**config.mk**
```make
export PLATFORM = sky130hd
export DESIGN_NAME = tsa_assigner
export DESIGN_NICKNAME = d
export VERILOG_FILES = /design/src/rtl/tsa_pkg.sv /design/src/rtl/tsa_table.sv /design/src/rtl/tsa_walker.sv /design/src/rtl/tsa_assigner.sv
export SDC_FILE = /design/constraint.sdc
export NUM_CORES = 1
export LEC_CHECK = 0
export BUFFER_PORTS_ARGS = -buffer_cell sky130_fd_sc_hd__buf_4
export CAP_MARGIN = 5
export CELL_PAD_IN_SITES_DETAIL_PLACEMENT = 1
export CELL_PAD_IN_SITES_GLOBAL_PLACEMENT = 2
export CORE_ASPECT_RATIO = 1.25
export CORE_MARGIN = 2
export CORE_UTILIZATION = 35
export CTS_CLUSTER_DIAMETER = 60
export DETAILED_ROUTE_END_ITERATION = 10
export PLACE_DENSITY_LB_ADDON = 0.1
export SETUP_SLACK_MARGIN = 0.1
export SKIP_LAST_GASP = 1
export SYNTH_ARGS = -nofsm -noshare
export SYNTH_HDL_FRONTEND = slang
export SYNTH_SLANG_ARGS = --single-unit
```
**constraint.sdc**
```tcl
create_clock -name clk -period 17.3 [get_ports clk]
set_input_delay 2.595 -clock clk [delete_from_list [all_inputs] [get_ports clk]]
set_output_delay 2.595 -clock clk [all_outputs]
set_load 0.05 [all_outputs]
```
**src/rtl/tsa_pkg.sv**
```systemverilog
package tsa_pkg;
  localparam int CSEL_W  = 3;
  localparam int CNT_W   = 4;
  localparam int AUX_W   = 7;
  localparam int ENTRY_W = AUX_W + CSEL_W + CNT_W + 2;
  localparam int NCH     = (1 << CSEL_W) - 1;
  localparam int LEN_W   = CNT_W + 3;

  typedef struct packed {
    logic [AUX_W-1:0]  aux;
    logic [CSEL_W-1:0] csel;
    logic [CNT_W-1:0]  cnt;
    logic              byt;
    logic              last;
  } tsa_entry_t;

  localparam tsa_entry_t IDLE_ENTRY = tsa_entry_t'(ENTRY_W'(1));
endpackage

```
**src/rtl/tsa_table.sv**
```systemverilog
module tsa_table
  import tsa_pkg::*;
#(
  parameter int DEPTH = 16,
  parameter int IDX_W = 4
) (
  input  logic               clk,
  input  logic               rst_n,
  input  logic               wr_en,
  input  logic [IDX_W-1:0]   wr_idx,
  input  logic [ENTRY_W-1:0] wr_data,
  input  logic               load,
  input  logic [IDX_W-1:0]   rd_idx,
  output tsa_entry_t         rd_entry,
  output tsa_entry_t         first_entry
);
  tsa_entry_t shadow_q [DEPTH];
  tsa_entry_t active_q [DEPTH];

  // shadow takes software writes; active is what the walk reads
  always_ff @(posedge clk or negedge rst_n) begin
    if (!rst_n) begin
      for (int i = 0; i < DEPTH; i++) begin
        shadow_q[i] <= IDLE_ENTRY;
        active_q[i] <= IDLE_ENTRY;
      end
    end else begin
      if (wr_en) shadow_q[wr_idx] <= tsa_entry_t'(wr_data);
      if (load) begin
        for (int i = 0; i < DEPTH; i++) active_q[i] <= shadow_q[i];
      end
    end
  end

  assign rd_entry    = active_q[rd_idx];
  assign first_entry = shadow_q[0];
endmodule

```
**src/rtl/tsa_walker.sv**
```systemverilog
module tsa_walker
  import tsa_pkg::*;
#(
  parameter int DEPTH = 16,
  parameter int IDX_W = 4
) (
  input  logic              clk,
  input  logic              rst_n,
  input  logic              en,
  input  logic              fsync,
  input  tsa_entry_t        act_ent,
  input  tsa_entry_t        first_ent,
  output logic [IDX_W-1:0]  rd_idx,
  output logic              slot_valid,
  output logic [CSEL_W-1:0] slot_csel
);
  logic [IDX_W-1:0] idx_q, idx_d, cur_idx;
  logic [LEN_W-1:0] bit_q, bit_d, cur_bit, len_m1;
  logic             run_q, run_d, run;
  logic             end_unit;
  tsa_entry_t       ent;
  logic             unused_aux;

  assign unused_aux = ^{act_ent.aux, first_ent.aux};

  always_comb begin
    // a sync forces the start of a walk in the very cycle it is seen
    cur_idx  = fsync ? '0 : idx_q;
    cur_bit  = fsync ? '0 : bit_q;
    ent      = fsync ? first_ent : act_ent;
    run      = en && (fsync || run_q);
    len_m1   = ent.byt ? {ent.cnt, 3'b111} : {3'b000, ent.cnt};
    end_unit = (cur_bit == len_m1);

    idx_d = idx_q;
    bit_d = bit_q;
    run_d = run_q;
    if (!en) begin
      run_d = 1'b0;
      idx_d = '0;
      bit_d = '0;
    end else if (run) begin
      if (end_unit) begin
        bit_d = '0;
        if (ent.last || (cur_idx == IDX_W'(DEPTH - 1))) begin
          run_d = 1'b0;
          idx_d = '0;
        end else begin
          run_d = 1'b1;
          idx_d = cur_idx + IDX_W'(1);
        end
      end else begin
        run_d = 1'b1;
        idx_d = cur_idx;
        bit_d = cur_bit + LEN_W'(1);
      end
    end
  end

  always_ff @(posedge clk or negedge rst_n) begin
    if (!rst_n) begin
      idx_q <= '0;
      bit_q <= '0;
      run_q <= 1'b0;
    end else begin
      idx_q <= idx_d;
      bit_q <= bit_d;
      run_q <= run_d;
    end
  end

  assign rd_idx     = idx_q;
  assign slot_valid = run;
  assign slot_csel  = ent.csel;
endmodule

```
**src/rtl/tsa_assigner.sv**
```systemverilog
module tsa_assigner
  import tsa_pkg::*;
#(
  parameter int DEPTH  = 16,
  parameter int ADDR_W = 8
) (
  input  logic               clk,
  input  logic               rst_n,
  input  logic               en,
  input  logic               fsync,
  input  logic               rxd,
  input  logic [NCH-1:0]     tx_bit_in,
  input  logic               wr_en,
  input  logic [ADDR_W-1:0]  wr_addr,
  input  logic [ENTRY_W-1:0] wr_data,
  output logic [NCH-1:0]     rx_strb,
  output logic               rx_dat,
  output logic [NCH-1:0]     tx_strb,
  output logic               txd,
  output logic               txd_oe
);
  localparam int IDX_W = $clog2(DEPTH);
  localparam logic [ADDR_W-2:0] DEPTH_L = (ADDR_W - 1)'(DEPTH);

  // reset: asserted at once, released on the clock
  logic [1:0] rst_pipe_q;
  logic       rst_sync_n;
  always_ff @(posedge clk or negedge rst_n) begin
    if (!rst_n) rst_pipe_q <= '0;
    else        rst_pipe_q <= {rst_pipe_q[0], 1'b1};
  end
  assign rst_sync_n = rst_pipe_q[1];

  // write decode: top address bit picks the direction
  logic             wr_ok;
  logic [1:0]       tbl_wr;
  logic [IDX_W-1:0] wr_idx;
  assign wr_ok     = wr_en && (wr_addr[ADDR_W-2:0] < DEPTH_L);
  assign tbl_wr[0] = wr_ok && !wr_addr[ADDR_W-1];
  assign tbl_wr[1] = wr_ok &&  wr_addr[ADDR_W-1];
  assign wr_idx    = wr_addr[IDX_W-1:0];

  logic              tbl_load;
  logic [1:0]        slot_valid;
  logic [CSEL_W-1:0] slot_csel [2];
  assign tbl_load = !en || fsync;

  // index 0 = receive, 1 = transmit
  for (genvar d = 0; d < 2; d++) begin : g_dir
    logic [IDX_W-1:0] rd_idx;
    tsa_entry_t       rd_entry, first_entry;

    tsa_table #(.DEPTH(DEPTH), .IDX_W(IDX_W)) u_table (
      .clk        (clk),
      .rst_n      (rst_sync_n),
      .wr_en      (tbl_wr[d]),
      .wr_idx     (wr_idx),
      .wr_data    (wr_data),
      .load       (tbl_load),
      .rd_idx     (rd_idx),
      .rd_entry   (rd_entry),
      .first_entry(first_entry)
    );

    tsa_walker #(.DEPTH(DEPTH), .IDX_W(IDX_W)) u_walker (
      .clk       (clk),
      .rst_n     (rst_sync_n),
      .en        (en),
      .fsync     (fsync),
      .act_ent   (rd_entry),
      .first_ent (first_entry),
      .rd_idx    (rd_idx),
      .slot_valid(slot_valid[d]),
      .slot_csel (slot_csel[d])
    );
  end

  logic [NCH-1:0] rx_hit, tx_hit;
  for (genvar c = 0; c < NCH; c++) begin : g_ch
    assign rx_hit[c] = slot_valid[0] && (slot_csel[0] == CSEL_W'(c + 1));
    assign tx_hit[c] = slot_valid[1] && (slot_csel[1] == CSEL_W'(c + 1));
  end

  logic [NCH-1:0] rx_strb_q;
  logic           rx_dat_d, rx_dat_q, txd_d, txd_q, oe_d, oe_q;

  always_comb begin
    rx_dat_d = (|rx_hit) && rxd;
    txd_d    = |(tx_hit & tx_bit_in);
    oe_d     = |tx_hit;
  end

  always_ff @(posedge clk or negedge rst_sync_n) begin
    if (!rst_sync_n) begin
      rx_strb_q <= '0;
      rx_dat_q  <= 1'b0;
      txd_q     <= 1'b0;
      oe_q      <= 1'b0;
    end else begin
      rx_strb_q <= rx_hit;
      rx_dat_q  <= rx_dat_d;
      txd_q     <= txd_d;
      oe_q      <= oe_d;
    end
  end

  assign rx_strb = rx_strb_q;
  assign rx_dat  = rx_dat_q;
  assign tx_strb = tx_hit;
  assign txd     = txd_q;
  assign txd_oe  = oe_q;
endmodule

```
# Word-level counts from Yosys, hierarchy flattened
# Index checks and enable logic that the tools add are counted.
word_totals:
  regBits: 1060
  in_bits: 37
  elab_cells: 435
op_classes:
  n_addsub: 4
  order_cmp: 5
  n_eq_ne: 20
  muxes: 40
  n_bitwise: 4
  n_reduce_logical: 31
ops:
  columns: ["operator", "n"]
  rows:
  - ["bitwise mux 256 bit", 2]
  - ["binary-select mux 16 bit (select 4 bit)", 2]
  - ["2-to-1 mux 7 bit", 10]
  - ["demux 16 bit (select 4 bit)", 1]
  - ["2-to-1 mux 9 bit", 6]
  - ["2-to-1 mux 4 bit", 10]
  - ["== test 3 bit (second input constant)", 8]
  - ["logical AND 1 bit", 21]
  - ["OR reduction 7 bit", 3]
  - ["2-to-1 mux 16 bit", 1]
  - [">= comparator 5 bit (second input constant)", 3]
  - ["NOT 4 -> 5 bit", 3]
  - ["adder 7 x 1 -> 7 bit (second input constant)", 2]
  - ["== test 7 bit", 2]
  - ["== test 3 x 2 -> 1 bit (second input constant)", 4]
  - ["adder 4 x 1 -> 4 bit (second input constant)", 2]
  - ["== test 4 bit (second input constant)", 2]
  - ["2-to-1 mux 1 bit", 8]
  - ["AND 7 bit", 1]
  - ["less-than comparator 7 x 5 -> 1 bit (second input constant)", 1]
  - ["== test 3 x 1 -> 1 bit (second input constant)", 2]
  - ["logical OR 1 bit", 5]
  - ["less-than comparator 5 x 1 -> 1 bit (second input constant)", 1]
  - ["inequality test 2 x 1 -> 1 bit (second input constant)", 2]
  - ["zero test 1 bit", 2]

# Depth between registers and ports, before layout
depth:
  depth_word: 10
  mapped_depth: 12
  ltp_nobuf: 8

# By module
# From an unflattened synthesis, not the netlist that was laid out.
hier_totals:
  hier_cells: 2853
  area_unflattened_um2: 45307.2
modules_own_cells:
  columns: ["module", "n_inst", "cells_each", "area_each_um2", "seq_area_each_um2"]
  rows:
  - ["tsa_table", 2, 1270, 21345.5, 12852.3]
  - ["tsa_walker", 2, 131, 1047.3, 300.3]
  - ["tsa_assigner", 1, 51, 521.8, 300.3]

# Worst setup path before layout
# No wires, ideal clock.
synth_path:
  path_type: "input -> output"
  from: "in fsync"
  to: "out tx_strb[3]"
  arrival_time_ps: 4820
  required_ps: 14705
  path_slack_ps: 9885
  cell_stages: 6
  cell_sequence: "clkbuf_1 clkbuf_1 buf_1 o21a_1 nand2b_1 nor3_1"
synth_between:
  elab_chain_cells: 3
  word_cells_on_any_way: 5
  classes_between: "eq/ne (1); mux (1); reduce/logical (3)"
synth_rtl:
  columns: ["element", "line", "rtl"]
  rows:
  - ["start: declaration", "tsa_assigner.sv:10", "input logic fsync,"]
  - ["2-to-1 mux 9 bit or logical OR 1 bit (tied branches)", "tsa_walker.sv:30, tsa_walker.sv:31", null]
  - ["== test 3 bit or logical AND 1 bit (tied branches)", "tsa_assigner.sv:81, tsa_walker.sv:31", null]
  - ["logical AND 1 bit *", "tsa_assigner.sv:81", "assign tx_hit[c] = slot_valid[1] && (slot_csel[1] == CSEL_W'(c + 1));"]
  - ["end: declaration", "tsa_assigner.sv:18", "output logic [NCH-1:0] tx_strb,"]
# Mark *: on every way between the ends. The rest lies on a longest branch, timed or not.

# Worst setup path in the final report
# Same ends and word-level chain as after synthesis.

==> impl_metrics.yaml <==
synthesis:
  ys_seq_elements: 612
  synth_flop_cell: "dfrtp_1"
  synth_warnings: 0
  synth_area_mm2: 0.0267
  syn_nets: 2459
  synthCells: 2418
  synth_edf_count: 0
  ys_types: 72
  netlist_top_cells_area: "dfrtp_1, nand2_1, mux2_2"
  synth_top_area_share_pct: 51.3
  async_flop_share_pct: 100
  syn_avg_cell_area_um2: 11.0
  yosysTopAreaCell: "dfrtp_1"
  ys_seq_area_share_pct: 57.6
grt:
  grt_util_met3_pct: 2.38
  busiest_layer: "met2"
  use_met1_pct: 24.0
  grt_pass1_vias: 19356
  gr-usage-all-layers_pct: 19.7
  grt_max_degree: 193
  use_met2_pct: 36.1
  antenna_found_initial: 3
  gr-total-overflow: 0
  grt_first_pass_wirelength_um: 118000
die:
  core-area_mm2: 0.0758
  die_area_mm2: 0.0785
  die_w_um: 251
  placementRows: 113
  pin_count: 54
  initial_core_util_pct: 35.2
  die_h_um: 313
min_path:
  holdCritStartpoint: "rst_pipe_q[0]"
  holdPathStages: 0
  holdPathEnd: "rst_pipe_q[1]"
  hold_class: "reg -> reg"
timing:
  whs_ps: 354
  rsz0062_at_grt: "no"
  finalClockSkew_ps: 15.5
  tightest_slew_ps: 1290
  min_period_ps: 6890
  finalCritPeriodShare_pct: 39.8
  maxSlewHeadroom_pct: 13.7
  setup_violations: 0
  finalHoldViolCount: 0
  tns_ps: 0
  fmax_mhz: 145
  drv_slew: 0
route:
  first_pass_iters: 4
  ant_nets: 0
  wirelength_um: 74600
  drc: 0
  viasPerCell: 5.09
  drt-wirelength-per-cell_um: 21.6
  drt_iter0_markers: 902
  vias: 17572
cells_and_area:
  drive_gt1_share_pct: 25.2
  design_area_mm2: 0.0302
  num_antenna_cells: 0
  fin_nets: 2463
  area_growth_pct: 13.0
clock_network:
  htree_levels: 3
  clock-sinks: 612
  cts.path.max_buffers: 3
  numCtsBuffers: 70
  cts_resized: 0
  cts_tree: "done"
  cts_setup_buffers: 0
  clock_latency_ps: 590
  clk_pin_slew_ps: 60
  ctsHoldBuffers: 0
  cts_root_buffer: "clkbuf_16"
worst_setup_path:
  reg2reg_slack_ps: 12850
  crit_arrival_ps: 4300
  r2r_cells: 8
  startpoint_type: "primary input"
  required_ps: 14700
  critPathMaxFanout: 54
  timing.rr.end: "g_dir[1].u_walker.bit_q[1]"
  crit_path_end_kind: "output pin"
  path_class: "in -> out"
  rr_startpoint: "g_dir[1].u_walker.rd_idx[0]"
run:
  maxCapViolations: 0
status:
  status: "finished, final reports clean"
pwr:
  ir_worst_vdd_v: 0.0000672
  powerDensity_mw_per_mm2: 106
  p_leak_uw: 0.0150
placement:
  io_buffer_count: 46
  placed_area_mm2: 0.0280
  place_congestion: 0.771
  dpl.hpwl_um: 44800
==> cells by family after synthesis <==
family / count (synthesis) / share of synthesized area (%)
adder cells (fa/ha/maj): 4 / 0.187
buffers and inverters: 163 / 2.52
other: 1 / 0.0140
flip-flops: 612 / 57.6
AND/OR/NAND/NOR: 1114 / 16.6
multiplexers: 385 / 19.2
XOR/XNOR: 6 / 0.197
AO/OA/AOI/OAI: 133 / 3.63
==> metrics by stage <==
stage / instances / total power, µW / setup slack, ps / utilization [%]
2_1_floorplan: 2418 / 1710 / 7410 / -
3_3_place_gp: 3327 / 1780 / 10450 / 37.0
3_5_place_dp: 3327 / 1790 / 10400 / 37.0
4_1_cts: 3450 / 3260 / 10400 / 39.8
5_1_grt: 3450 / 3340 / 10290 / 39.8
6_report: 3450 / 3190 / 10410 / 39.8
==> cell usage after synthesis, types with 3 or more instances <==
| library cell | count |
|---|---|
| buf_1 | 9 |
| and3_1 | 3 |
| dfrtp_1 | 548 |
| o31ai_1 | 4 |
| or2_2 | 3 |
| a32oi_1 | 3 |
| clkbuf_1 | 119 |
| nand3b_1 | 3 |
| a22oi_1 | 11 |
| o211ai_1 | 6 |
| o21a_1 | 10 |
| nand2_1 | 932 |
| nor2b_1 | 15 |
| mux4_2 | 62 |
| mux2i_1 | 17 |
| mux4_1 | 8 |
| buf_6 | 4 |
| a21oi_1 | 15 |
| o211a_1 | 6 |
| o21ai_1 | 3 |
| nand2b_1 | 14 |
| buf_2 | 13 |
| o21ai_0 | 18 |
| nor2_1 | 64 |
| and2_1 | 9 |
| mux2_2 | 298 |
| dfstp_2 | 64 |
| a31oi_1 | 11 |
| nor4_1 | 5 |
| ha_1 | 4 |
| o22ai_1 | 6 |
| nor3_1 | 23 |
| a22o_1 | 9 |
| nand3_1 | 31 |
| inv_1 | 13 |
| nor3b_1 | 3 |
| buf_4 | 3 |
| o22a_1 | 3 |
| xnor2_1 | 4 |
==> metal layers <==
layer  vias up  wire length [µm]
met2       187             39500
met3        93              2120
met4         0              1970
met5         -                 0
li1       8105                 -
met1      9187             31000
==> worst max-delay path by stage <==
stage	from	to	slack, ps	cells after the start
after global routing	fsync	tx_strb[3]	10290	6
final	fsync	tx_strb[3]	10410	6
after floorplan	rst_pipe_q[1]	g_dir[0].u_table.active_q[100]	7410	0
after global placement	fsync	tx_strb[3]	10450	6
after CTS	fsync	tx_strb[3]	10400	6
after detailed placement	fsync	tx_strb[3]	10400	6
==> sequential cells by signal (all words and copies together) (netlist names), 2 cells and up <==
signal	flops
rx_strb	7
g_dir.u_walker.rd_idx	8
g_dir.u_walker.bit_q	14
g_dir.u_table.shadow_q	270
g_dir.u_walker.run_q	2
g_dir.u_table.active_q	288
g_dir.u_table.first_entry	18
rst_pipe_q	2
==> report_power, final <==
group	total [µW]	internal, µW	switching (µW)
Sequential	1550	1510	39.0
Clock	1440	835	600
Combinational	214	75.2	139
Total	3190	2420	778
==> worst max-delay path: stages <==
cell,delay [ps]
buf_4,520
inv_1,210
mux2i_1,200
nand2b_1,210
nor3_1,270
buf_4,260
==> placed cells by master, fill, tap and decap left out, types with 21 or more instances in the layout <==
| master | n |
|---|---|
| dfrtp_1 | 544 |
| mux4_2 | 62 |
| dfstp_2 | 64 |
| nand3_1 | 31 |
| nor2_1 | 64 |
| clkbuf_1 | 21 |
| clkbuf_16 | 71 |
| nand2_1 | 931 |
| mux2_2 | 298 |
| buf_4 | 78 |
==> area by class of cell <==
| class | count | area, µm² |
|---|---|---|
| clock buffers | 103 | 2010 |
| fillers | 8213 | 45600 |
| repair buffers | 81 | 646 |
| multi-input cells | 1643 | 10700 |
| flip-flops and latches | 612 | 15400 |
| clock inverters | 20 | 174 |
| well taps | 977 | 1220 |
| inverters | 14 | 52.6 |
Power figures use the tool's default switching activity.
